--- config.mk ---
export PLATFORM = sky130hd
export DESIGN_NAME = ipc_pin_ctrl
export DESIGN_NICKNAME = d
export VERILOG_FILES = /design/src/rtl/ipc_pkg.sv /design/src/rtl/ipc_pin_decode.sv /design/src/rtl/ipc_pend_regs.sv /design/src/rtl/ipc_core_ctl.sv /design/src/rtl/ipc_pin_ctrl.sv
export SDC_FILE = /design/constraint.sdc
export NUM_CORES = 1
export LEC_CHECK = 0
export CAP_MARGIN = 20
export CORE_ASPECT_RATIO = 1.2
export CORE_MARGIN = 10
export CORE_UTILIZATION = 38
export CTS_CLUSTER_DIAMETER = 120
export DETAILED_ROUTE_END_ITERATION = 10
export GPL_TIMING_DRIVEN = 0
export PLACE_DENSITY = 0.67
export SLEW_MARGIN = 10
export SYNTH_ARGS = -nofsm -noshare
export SYNTH_HDL_FRONTEND = slang
export SYNTH_SLANG_ARGS = --single-unit
export TNS_END_PERCENT = 5
--- constraint.sdc ---
create_clock -name clk -period 1.1 [get_ports clk]
set_clock_uncertainty 0.1 [all_clocks]
set_input_delay 0.165 -clock clk [delete_from_list [all_inputs] [get_ports clk]]
set_output_delay 0.165 -clock clk [all_outputs]
set_load 0.005 [all_outputs]
--- src/rtl/ipc_pkg.sv ---
package ipc_pkg;
  // pin indices, decoded by the event front end
  localparam int PIN_TBEN  = 0;
  localparam int PIN_INT   = 1;
  localparam int PIN_SMI   = 2;
  localparam int PIN_MCP   = 3;
  localparam int PIN_CKSTP = 4;
  localparam int PIN_HRST  = 5;
  localparam int PIN_SRST  = 6;

  // pending mask bit positions
  localparam int PB_EXT = 0;
  localparam int PB_SMI = 1;
  localparam int PB_MCK = 2;
  localparam int PB_RST = 3;
  localparam int NPEND  = 4;

  typedef struct packed {
    logic tb_wr;
    logic tb_val;
    logic ckstp_on;
    logic hrst_on;
  } ctl_evt_t;
endpackage

--- src/rtl/ipc_pin_decode.sv ---
module ipc_pin_decode
  import ipc_pkg::*;
#(
  parameter int IDX_W = 3
) (
  input  logic                   clk,
  input  logic                   rst_n,
  input  logic                   evt_valid,
  input  logic [IDX_W-1:0]       evt_pin,
  input  logic                   evt_level,
  output logic [(1<<IDX_W)-1:0]  pin_state,
  output logic [NPEND-1:0]       pend_wr,
  output logic [NPEND-1:0]       pend_val,
  output ctl_evt_t               ctl
);
  localparam int NPINS = 1 << IDX_W;
  localparam logic [IDX_W-1:0] I_TBEN  = IDX_W'(PIN_TBEN);
  localparam logic [IDX_W-1:0] I_INT   = IDX_W'(PIN_INT);
  localparam logic [IDX_W-1:0] I_SMI   = IDX_W'(PIN_SMI);
  localparam logic [IDX_W-1:0] I_MCP   = IDX_W'(PIN_MCP);
  localparam logic [IDX_W-1:0] I_CKSTP = IDX_W'(PIN_CKSTP);
  localparam logic [IDX_W-1:0] I_HRST  = IDX_W'(PIN_HRST);
  localparam logic [IDX_W-1:0] I_SRST  = IDX_W'(PIN_SRST);

  logic             prev;
  logic             chg;
  logic [NPINS-1:0] state_nxt;

  always_comb begin
    prev = pin_state[evt_pin];
    chg  = evt_valid && (prev != evt_level);

    state_nxt = pin_state;
    state_nxt[evt_pin] = evt_level;

    pend_wr  = '0;
    pend_val = '0;
    ctl      = '0;

    if (chg) begin
      unique case (evt_pin)
        I_TBEN: begin
          ctl.tb_wr  = 1'b1;
          ctl.tb_val = evt_level;
        end
        I_INT: begin
          pend_wr[PB_EXT]  = 1'b1;
          pend_val[PB_EXT] = evt_level;
        end
        I_SMI: begin
          pend_wr[PB_SMI]  = 1'b1;
          pend_val[PB_SMI] = evt_level;
        end
        I_MCP: begin
          pend_wr[PB_MCK]  = prev && !evt_level;
          pend_val[PB_MCK] = 1'b1;
        end
        I_CKSTP: ctl.ckstp_on = !evt_level;
        I_HRST:  ctl.hrst_on  = !evt_level;
        I_SRST: begin
          pend_wr[PB_RST]  = 1'b1;
          pend_val[PB_RST] = evt_level;
        end
        default: ;
      endcase
    end
  end

  always_ff @(posedge clk or negedge rst_n) begin
    if (!rst_n) begin
      pin_state <= '0;
    end else if (evt_valid) begin
      pin_state <= state_nxt;
    end
  end

  // the addressed bit records the level of every valid event
  a_r10_level_recorded: assert property (@(posedge clk) disable iff (!rst_n)
    evt_valid |=> pin_state[$past(evt_pin)] == $past(evt_level));
endmodule

--- src/rtl/ipc_pend_regs.sv ---
module ipc_pend_regs
  import ipc_pkg::*;
#(
  parameter int               N      = NPEND,
  parameter logic [NPEND-1:0] STICKY = NPEND'(1) << PB_MCK
) (
  input  logic         clk,
  input  logic         rst_n,
  input  logic [N-1:0] wr,
  input  logic [N-1:0] val,
  input  logic         ack,
  output logic [N-1:0] q
);
  logic [N-1:0] nxt;

  for (genvar i = 0; i < N; i++) begin : g_bit
    if (STICKY[i]) begin : g_sticky
      // set beats clear so a fresh event is never lost
      always_comb nxt[i] = (q[i] && !ack) || (wr[i] && val[i]);

      // acknowledge without a simultaneous set leaves the bit clear
      a_r4_ack_clears: assert property (@(posedge clk) disable iff (!rst_n)
        ack && !wr[i] |=> !q[i]);
      // a set arriving with acknowledge wins
      a_r4_set_wins: assert property (@(posedge clk) disable iff (!rst_n)
        wr[i] && val[i] |=> q[i]);
    end else begin : g_level
      always_comb nxt[i] = wr[i] ? val[i] : q[i];
    end
  end

  always_ff @(posedge clk or negedge rst_n) begin
    if (!rst_n) begin
      q <= '0;
    end else begin
      q <= nxt;
    end
  end
endmodule

--- src/rtl/ipc_core_ctl.sv ---
module ipc_core_ctl
  import ipc_pkg::*;
(
  input  logic     clk,
  input  logic     rst_n,
  input  ctl_evt_t ctl,
  output logic     tb_run,
  output logic     halted,
  output logic     sys_reset_req
);
  logic tb_nxt;
  logic halt_nxt;

  always_comb begin
    tb_nxt   = ctl.tb_wr ? ctl.tb_val : tb_run;
    halt_nxt = halted || ctl.ckstp_on;
  end

  always_ff @(posedge clk or negedge rst_n) begin
    if (!rst_n) begin
      tb_run        <= 1'b0;
      halted        <= 1'b0;
      sys_reset_req <= 1'b0;
    end else begin
      tb_run        <= tb_nxt;
      halted        <= halt_nxt;
      sys_reset_req <= ctl.hrst_on;
    end
  end

  // once halted, only reset restarts the core
  a_r5_halt_holds: assert property (@(posedge clk) disable iff (!rst_n)
    halted |=> halted);
  // reset request is a single-cycle pulse
  a_r6_single_pulse: assert property (@(posedge clk) disable iff (!rst_n)
    sys_reset_req |=> !sys_reset_req);
  // time-base enable holds when no time-base event arrives
  a_r8_tb_holds: assert property (@(posedge clk) disable iff (!rst_n)
    !ctl.tb_wr |=> $stable(tb_run));
endmodule

--- src/rtl/ipc_pin_ctrl.sv ---
module ipc_pin_ctrl
  import ipc_pkg::*;
#(
  parameter int IDX_W = 3
) (
  input  logic                  clk,
  input  logic                  rst_n,
  input  logic                  evt_valid,
  input  logic [IDX_W-1:0]      evt_pin,
  input  logic                  evt_level,
  input  logic                  mck_ack,
  output logic [(1<<IDX_W)-1:0] pin_state,
  output logic [NPEND-1:0]      pending,
  output logic                  hard_req,
  output logic                  halted,
  output logic                  sys_reset_req,
  output logic                  tb_run
);
  logic [1:0]       rst_sync;
  logic             rst_q;
  logic [NPEND-1:0] pend_wr;
  logic [NPEND-1:0] pend_val;
  ctl_evt_t         ctl;

  // asynchronous assertion, synchronous release
  always_ff @(posedge clk or negedge rst_n) begin
    if (!rst_n) begin
      rst_sync <= 2'b00;
    end else begin
      rst_sync <= {rst_sync[0], 1'b1};
    end
  end
  assign rst_q = rst_sync[1];

  ipc_pin_decode #(.IDX_W(IDX_W)) u_dec (
    .clk       (clk),
    .rst_n     (rst_q),
    .evt_valid (evt_valid),
    .evt_pin   (evt_pin),
    .evt_level (evt_level),
    .pin_state (pin_state),
    .pend_wr   (pend_wr),
    .pend_val  (pend_val),
    .ctl       (ctl)
  );

  ipc_pend_regs #(.N(NPEND)) u_pend (
    .clk   (clk),
    .rst_n (rst_q),
    .wr    (pend_wr),
    .val   (pend_val),
    .ack   (mck_ack),
    .q     (pending)
  );

  ipc_core_ctl u_ctl (
    .clk           (clk),
    .rst_n         (rst_q),
    .ctl           (ctl),
    .tb_run        (tb_run),
    .halted        (halted),
    .sys_reset_req (sys_reset_req)
  );

  assign hard_req = |pending;

  // an event repeating the recorded level changes nothing
  a_r1_no_spurious: assert property (@(posedge clk) disable iff (!rst_q)
    evt_valid && (evt_level == pin_state[evt_pin]) && !mck_ack
    |=> $stable(pending) && $stable(tb_run) && !sys_reset_req);
  // external interrupt bit follows a changing level
  a_r2_ext_follows: assert property (@(posedge clk) disable iff (!rst_q)
    evt_valid && evt_pin == IDX_W'(PIN_INT) |=> pending[PB_EXT] == $past(evt_level));
  // a rising machine-check change does not set the bit
  a_r3_no_rise_set: assert property (@(posedge clk) disable iff (!rst_q)
    evt_valid && evt_pin == IDX_W'(PIN_MCP) && evt_level && !pending[PB_MCK]
    |=> !pending[PB_MCK]);
  // the unassigned index leaves the pending mask alone
  a_r10_unknown_inert: assert property (@(posedge clk) disable iff (!rst_q)
    evt_valid && evt_pin == IDX_W'(7) && !mck_ack |=> $stable(pending));
endmodule

# --- After elaboration in Yosys (flattened, before gate mapping) ---
# Cells that the tools add are included.
word_totals:
  register_bits: 17
  out_inout_bits: 16
classes:
  n_eq_ne: 7
  order_cmp: 2
  reduce_logical: 11
  n_mux: 19
op_table:
  columns: ["operator", "n"]
  rows:
  - ["$mux W1", 12]
  - ["$mux W4", 3]
  - ["$eq A3 B3 Y1 const B", 3]
  - ["$bwmux W8", 1]
  - ["$eq A3 B2 Y1 const B", 2]
  - ["$logic_and A1 B1 Y1", 5]
  - ["$lt A3 B4 Y1 const B", 1]
  - ["$reduce_or A4 Y1", 1]
  - ["$bmux W1 S3", 1]
  - ["$demux W1 S3", 1]
  - ["$eq A3 B1 Y1 const B", 1]
  - ["$ge A3 B1 Y1 const B", 1]
  - ["$logic_not A3 Y1", 1]
  - ["$logic_not A1 Y1", 2]
  - ["$logic_or A1 B1 Y1", 2]
  - ["$mux W2", 1]
  - ["$ne A1 B1 Y1", 1]

# --- Longest topological paths before layout ---
depth:
  depth_word: 7
  ltp_mapped: 6
  ltp_nobuf: 5

# --- By module ---
# A second synthesis with hierarchy kept.
hier_totals:
  cells_unflattened: 79
  area_unflattened_um2: 855.8
by_module_without_submodules:
  columns: ["mod", "area_per_inst_um2", "seq_area_each_um2", "n_inst", "cells_each"]
  rows:
  - ["ipc_pin_decode", 540.5, 200.2, 1, 60]
  - ["ipc_pend_regs", 157.7, 100.1, 1, 10]
  - ["ipc_core_ctl", 96.3, 75.1, 1, 5]
  - ["ipc_pin_ctrl", 61.3, 50.0, 1, 4]

# --- Worst setup path after synthesis ---
# OpenSTA, ideal clock, no wires.
synth_timing:
  kind: "reg-to-reg"
  startpoint: "register u_dec.pin_state[1]"
  endpoint: "register u_ctl.tb_run"
  arrival_ns: 2.079
  stages_incl_launch_ff: 6
  path_buffers: 0
  setup_slack_ns: -1.204
  setup_ns: 0.125
  path_cell_list: "dfrtp_1 -> mux4_1 -> mux2_4 -> ha_1 -> nor4_1 -> mux2_2"
synth_between:
  elab_chain_len: 5
synth_lines:
  columns: ["item", "line_no", "text"]
  rows:
  - ["from (decl)", "ipc_pin_decode.sv:11", "output logic [(1<<IDX_W)-1:0] pin_state,"]
  - ["from (signal assigned)", "ipc_pin_decode.sv:73", "pin_state <= state_nxt;"]
  - ["$bmux W1 S3", "ipc_pin_decode.sv:30", "prev = pin_state[evt_pin];"]
  - ["$mux W1 (not written as such)", "ipc_pin_decode.sv:30", null]
  - ["$ne A1 B1 Y1", "ipc_pin_decode.sv:31", "chg = evt_valid && (prev != evt_level);"]
  - ["$logic_and A1 B1 Y1", "ipc_pin_decode.sv:31", null]
  - ["$mux W4", "ipc_pin_decode.sv:40", "if (chg) begin"]
  - ["to (signal assigned)", "ipc_core_ctl.sv:25", "tb_run <= tb_nxt;"]
  - ["to (decl)", "ipc_core_ctl.sv:7", "output logic tb_run,"]
# Every way passes these cells. The select of a mux whose other input is x is not followed.
# A chain may end at the register's enable or synchronous reset.

# --- Final worst setup path ---
layout_timing:
  startpoint: "register u_dec.pin_state[5]"
  endpoint: "register u_ctl.tb_run"
# The elaborated chain is that of the path after synthesis.

==> impl_metrics.prom <==
# TYPE chip_impl_metric gauge
chip_impl_metric{name="worst_setup_hold_path_clk_slew",unit="ns"} 0.10
chip_impl_metric{name="detail_route.vias_per_cell",unit=""} 5.46
chip_impl_metric{name="fmax",unit="MHz"} 472
chip_impl_info{name="unrepaired_setup_endpoints_after_global_routing",value="yes"} 1
chip_impl_metric{name="ioPinCount",unit=""} 24
chip_impl_metric{name="synth-simple-area-share",unit="%"} 13.3
chip_impl_metric{name="cp_max_fo",unit=""} 6
chip_impl_info{name="rr_endpoint",value="u_ctl.tb_run"} 1
chip_impl_metric{name="finalWirelength",unit="µm"} 1980
chip_impl_metric{name="yosys-mux-area-fraction",unit="%"} 16.8
chip_impl_metric{name="postSynthNetCount",unit=""} 73
chip_impl_metric{name="route.detailed.wl_per_inst",unit="µm"} 17.1
chip_impl_info{name="dominant_combinational_cell_family_by_area_after_synthesis",value="multiplexers"} 1
chip_impl_metric{name="die_width",unit="µm"} 61.4
chip_impl_info{name="ctsRootBufferMaster",value="clkbuf_4"} 1
chip_impl_metric{name="antenna_cells_inserted",unit=""} 0
chip_impl_metric{name="rows",unit=""} 17
chip_impl_metric{name="netlist.area_leader.share",unit="%"} 54.4
chip_impl_metric{name="irDropWorstVdd",unit="mV"} 0.979
chip_impl_metric{name="leakagePower",unit="nW"} 0.511
chip_impl_metric{name="gr-total-overflow",unit=""} 0
chip_impl_info{name="crit_type",value="reg -> reg"} 1
chip_impl_info{name="timing.hold.worst.class",value="reg -> async"} 1
chip_impl_info{name="dr.max_layer_used",value="met4"} 1
chip_impl_metric{name="synthDistinctLibCells",unit=""} 23
chip_impl_metric{name="ff2ff_setup_slack",unit="ns"} -1.02
chip_impl_metric{name="clockBufferDepth",unit=""} 2
chip_impl_metric{name="pre_cts_slack",unit="ns"} -1.66
chip_impl_metric{name="compound_cell_area_share_of_the_yosys_netlist",unit="%"} 9.76
chip_impl_metric{name="fillers",unit=""} 155
chip_impl_info{name="layout_common_cells",value="dfrtp_1 (17), clkbuf_2 (7), buf_6 (6), buf_2 (6), buf_4 (6)"} 1
chip_impl_info{name="r2r_start",value="u_dec.pin_state[5]"} 1
chip_impl_metric{name="synthesis.instances",unit=""} 64
chip_impl_metric{name="post_route_cells_drive_above_1_share",unit="%"} 51.5
chip_impl_metric{name="crit_required",unit="ns"} 1.20
chip_impl_info{name="synth.largest_area_cell",value="dfrtp_1"} 1
chip_impl_info{name="endpoint_kind",value="register"} 1
chip_impl_metric{name="area_growth_from_synthesis_to_layout",unit="%"} 45.8
chip_impl_metric{name="route.met2.wl",unit="µm"} 938
chip_impl_metric{name="synth_xor_xnor_area_share",unit="%"} 0
chip_impl_metric{name="antenna_violating_nets_post_route",unit=""} 0
chip_impl_metric{name="ctsHtreeMaxLevel",unit=""} 1
chip_impl_metric{name="grtUsageTotal",unit="%"} 10.2
chip_impl_metric{name="place.gp.congestion",unit=""} 0.737
chip_impl_metric{name="yosys_warnings",unit=""} 0
chip_impl_metric{name="vias_in_the_first_global_route",unit=""} 695
chip_impl_info{name="start_kind",value="register"} 1
chip_impl_metric{name="worst_skew_pair_latency",unit="ns"} 0.30
chip_impl_metric{name="detail_route.first_pass.iterations",unit=""} 6
chip_impl_metric{name="initialDrtViolationCount",unit=""} 11
chip_impl_info{name="outcome",value="finished with violations"} 1
chip_impl_metric{name="drc",unit=""} 0
chip_impl_metric{name="syn_avg_cell_area",unit="µm²"} 12.2
chip_impl_metric{name="wl_met1",unit="µm"} 825
chip_impl_metric{name="tritoncts_num_sinks",unit=""} 17
chip_impl_metric{name="synth-adder-area-share",unit="%"} 1.60
chip_impl_metric{name="met3_wirelength",unit="µm"} 172
chip_impl_metric{name="dp_hpwl",unit="µm"} 1430
chip_impl_metric{name="max_slew.worst_pin.slew",unit="ns"} 0.610
chip_impl_metric{name="report.final.slew_viol_count",unit=""} 0
chip_impl_metric{name="final_min_period_over_clock_period",unit="%"} 193
chip_impl_metric{name="power.density",unit="nW/µm²"} 1650
chip_impl_metric{name="core-area",unit="µm²"} 1890
chip_impl_metric{name="antenna_found_initial",unit=""} 0
chip_impl_metric{name="die_area",unit="µm²"} 4280
chip_impl_info{name="violated_checks",value="setup timing"} 1
chip_impl_metric{name="seq_area",unit="µm²"} 425
chip_impl_metric{name="post-place-cells",unit=""} 105
chip_impl_metric{name="final-setup-viol-count",unit=""} 16
chip_impl_metric{name="drv.max_cap_violation_count",unit=""} 0
chip_impl_metric{name="syn_std_cell_area",unit="µm²"} 782
chip_impl_metric{name="crit_arrival",unit="ns"} 2.22
chip_impl_metric{name="initial_utilization",unit="%"} 41.3
chip_impl_metric{name="vias",unit=""} 633
chip_impl_metric{name="timing.reg2reg.worst_path_depth",unit=""} 5
chip_impl_metric{name="non_filler_instance_count_after_layout",unit=""} 116
chip_impl_metric{name="timing.final.crit_period",unit="ns"} 2.12
chip_impl_metric{name="max_slew_margin",unit="%"} 59.3
chip_impl_metric{name="wire_length_of_the_first_global_routing_pass",unit="µm"} 3340
chip_impl_metric{name="pin_count_of_the_biggest_net_entering_global_routing",unit=""} 16
chip_impl_metric{name="die_height",unit="µm"} 69.7
chip_impl_metric{name="sequential_element_share_of_the_synthesized_area",unit="%"} 54.4
chip_impl_metric{name="multi_input_area",unit="µm²"} 409
chip_impl_metric{name="synth.ff_latch_count",unit=""} 17
chip_impl_metric{name="port-buffer-count",unit=""} 22
chip_impl_metric{name="final.setup.worst_slack",unit="ns"} -1.02
chip_impl_metric{name="cts_inserted_buffers",unit=""} 3
chip_impl_metric{name="hold_violations",unit=""} 0
chip_impl_info{name="synth_top_cells_by_area",value="dfrtp_1 (54%), mux2_2 (8.6%), nor3_1 (3.8%)"} 1
chip_impl_metric{name="final_net_count",unit=""} 107
chip_impl_info{name="most_common_cell_after_layout_fill_and_taps_aside",value="dfrtp_1"} 1
chip_impl_info{name="cts_tree",value="done"} 1
worst max-delay path: stages (launching register included):
cell and delay [ns]:
dfrtp_1 0.40, mux4_2 0.48, mux2_4 0.30, ha_4 0.26, nor4_4 0.16, mux2_4 0.32
cell families (layout without fill, tap and decap cells):
| group | count (synthesis) | after routing |
|---|---|---|
| multiplexers | 9 | 9 |
| AND/OR/NAND/NOR | 19 | 19 |
| adder cells (fa/ha/maj) | 1 | 1 |
| buffers and inverters | 5 | 38 |
| AO/OA/AOI/OAI | 12 | 12 |
| other | 1 | 1 |
| flip-flops | 17 | 17 |
metrics by stage:
| stage | util, % | TNS, ns | power [W] | instance area, µm² | hold slack (ns) |
|---|---|---|---|---|---|
| after global routing | 60.2 | -8.80 | 0.00201 | 1140 | 0.214 |
| final | 60.2 | -7.71 | 0.00188 | 1140 | 0.156 |
| after global placement | 55.0 | -14.60 | 0.00152 | 1040 | 0.165 |
| after CTS | 60.7 | -8.71 | 0.00188 | 1150 | 0.182 |
| after floorplan | - | -6.47 | 0.00113 | 797 | -0.231 |
| after detailed placement | 55.0 | -14.95 | 0.00154 | 1040 | 0.176 |
sequential cells by signal, summed over array words and instances, names as in the netlist:
signal / flops
u_dec.pin_state: 8
u_ctl.sys_reset_req: 1
rst_sync: 2
u_ctl.halted: 1
u_pend.q: 4
u_ctl.tb_run: 1
metal layers:
metal  track usage, %  vias up
li1                 -      302
met1             12.9      302
met2             14.5       24
met3             3.66        5
met4             5.17        0
met5                0        -
worst max path at each step:
stage / startpoint / slack (ns) / to
floorplan: u_dec.pin_state[5] / -1.10 / u_ctl.tb_run
global placement: evt_pin[0] / -1.65 / u_ctl.tb_run
detailed placement: evt_pin[0] / -1.66 / u_ctl.tb_run
CTS: u_dec.pin_state[5] / -1.04 / u_ctl.tb_run
global route: u_dec.pin_state[5] / -1.09 / u_ctl.tb_run
finish: u_dec.pin_state[5] / -1.02 / u_ctl.tb_run
synth_stat cells (all sizes together):
master	instances
dfrtp	17
mux2	7
nor3	6
o21ai	6
o31ai	4
buf	3
nand2	3
nand2b	3
inv	2
mux4	2
nor4	2
a21o	1
conb	1
ha	1
nand3	1
nand4	1
nand4b	1
nor2	1
o32ai	1
or4	1
cell type report:
cell class	count	share of cell area [%]
plain buffers	3	2.09
clock buffers	3	1.98
clock inverters	1	0.439
inverters	2	0.659
multi-input cells	42	35.9
flip-flops and latches	17	37.3
well taps	19	2.09
repair buffers	29	19.5
power by group:
| group | switching (W) | internal (W) | leakage (nW) | total (W) |
|---|---|---|---|---|
| registers | 0.0000913 | 0.000761 | 0.211 | 0.000852 |
| clock network | 0.000217 | 0.000136 | 0.0177 | 0.000353 |
| logic | 0.000275 | 0.000402 | 0.282 | 0.000677 |
timing repair:
action / CTS / global route
pin swaps: 7 / 0
buffers inserted: 6 / 0
gates resized for setup: 62 / 21
hold buffers: 1 / 0
hold endpoints to repair: 2 / 0
setup endpoints to repair: 31 / 29
(Power assumes the default switching activity.)
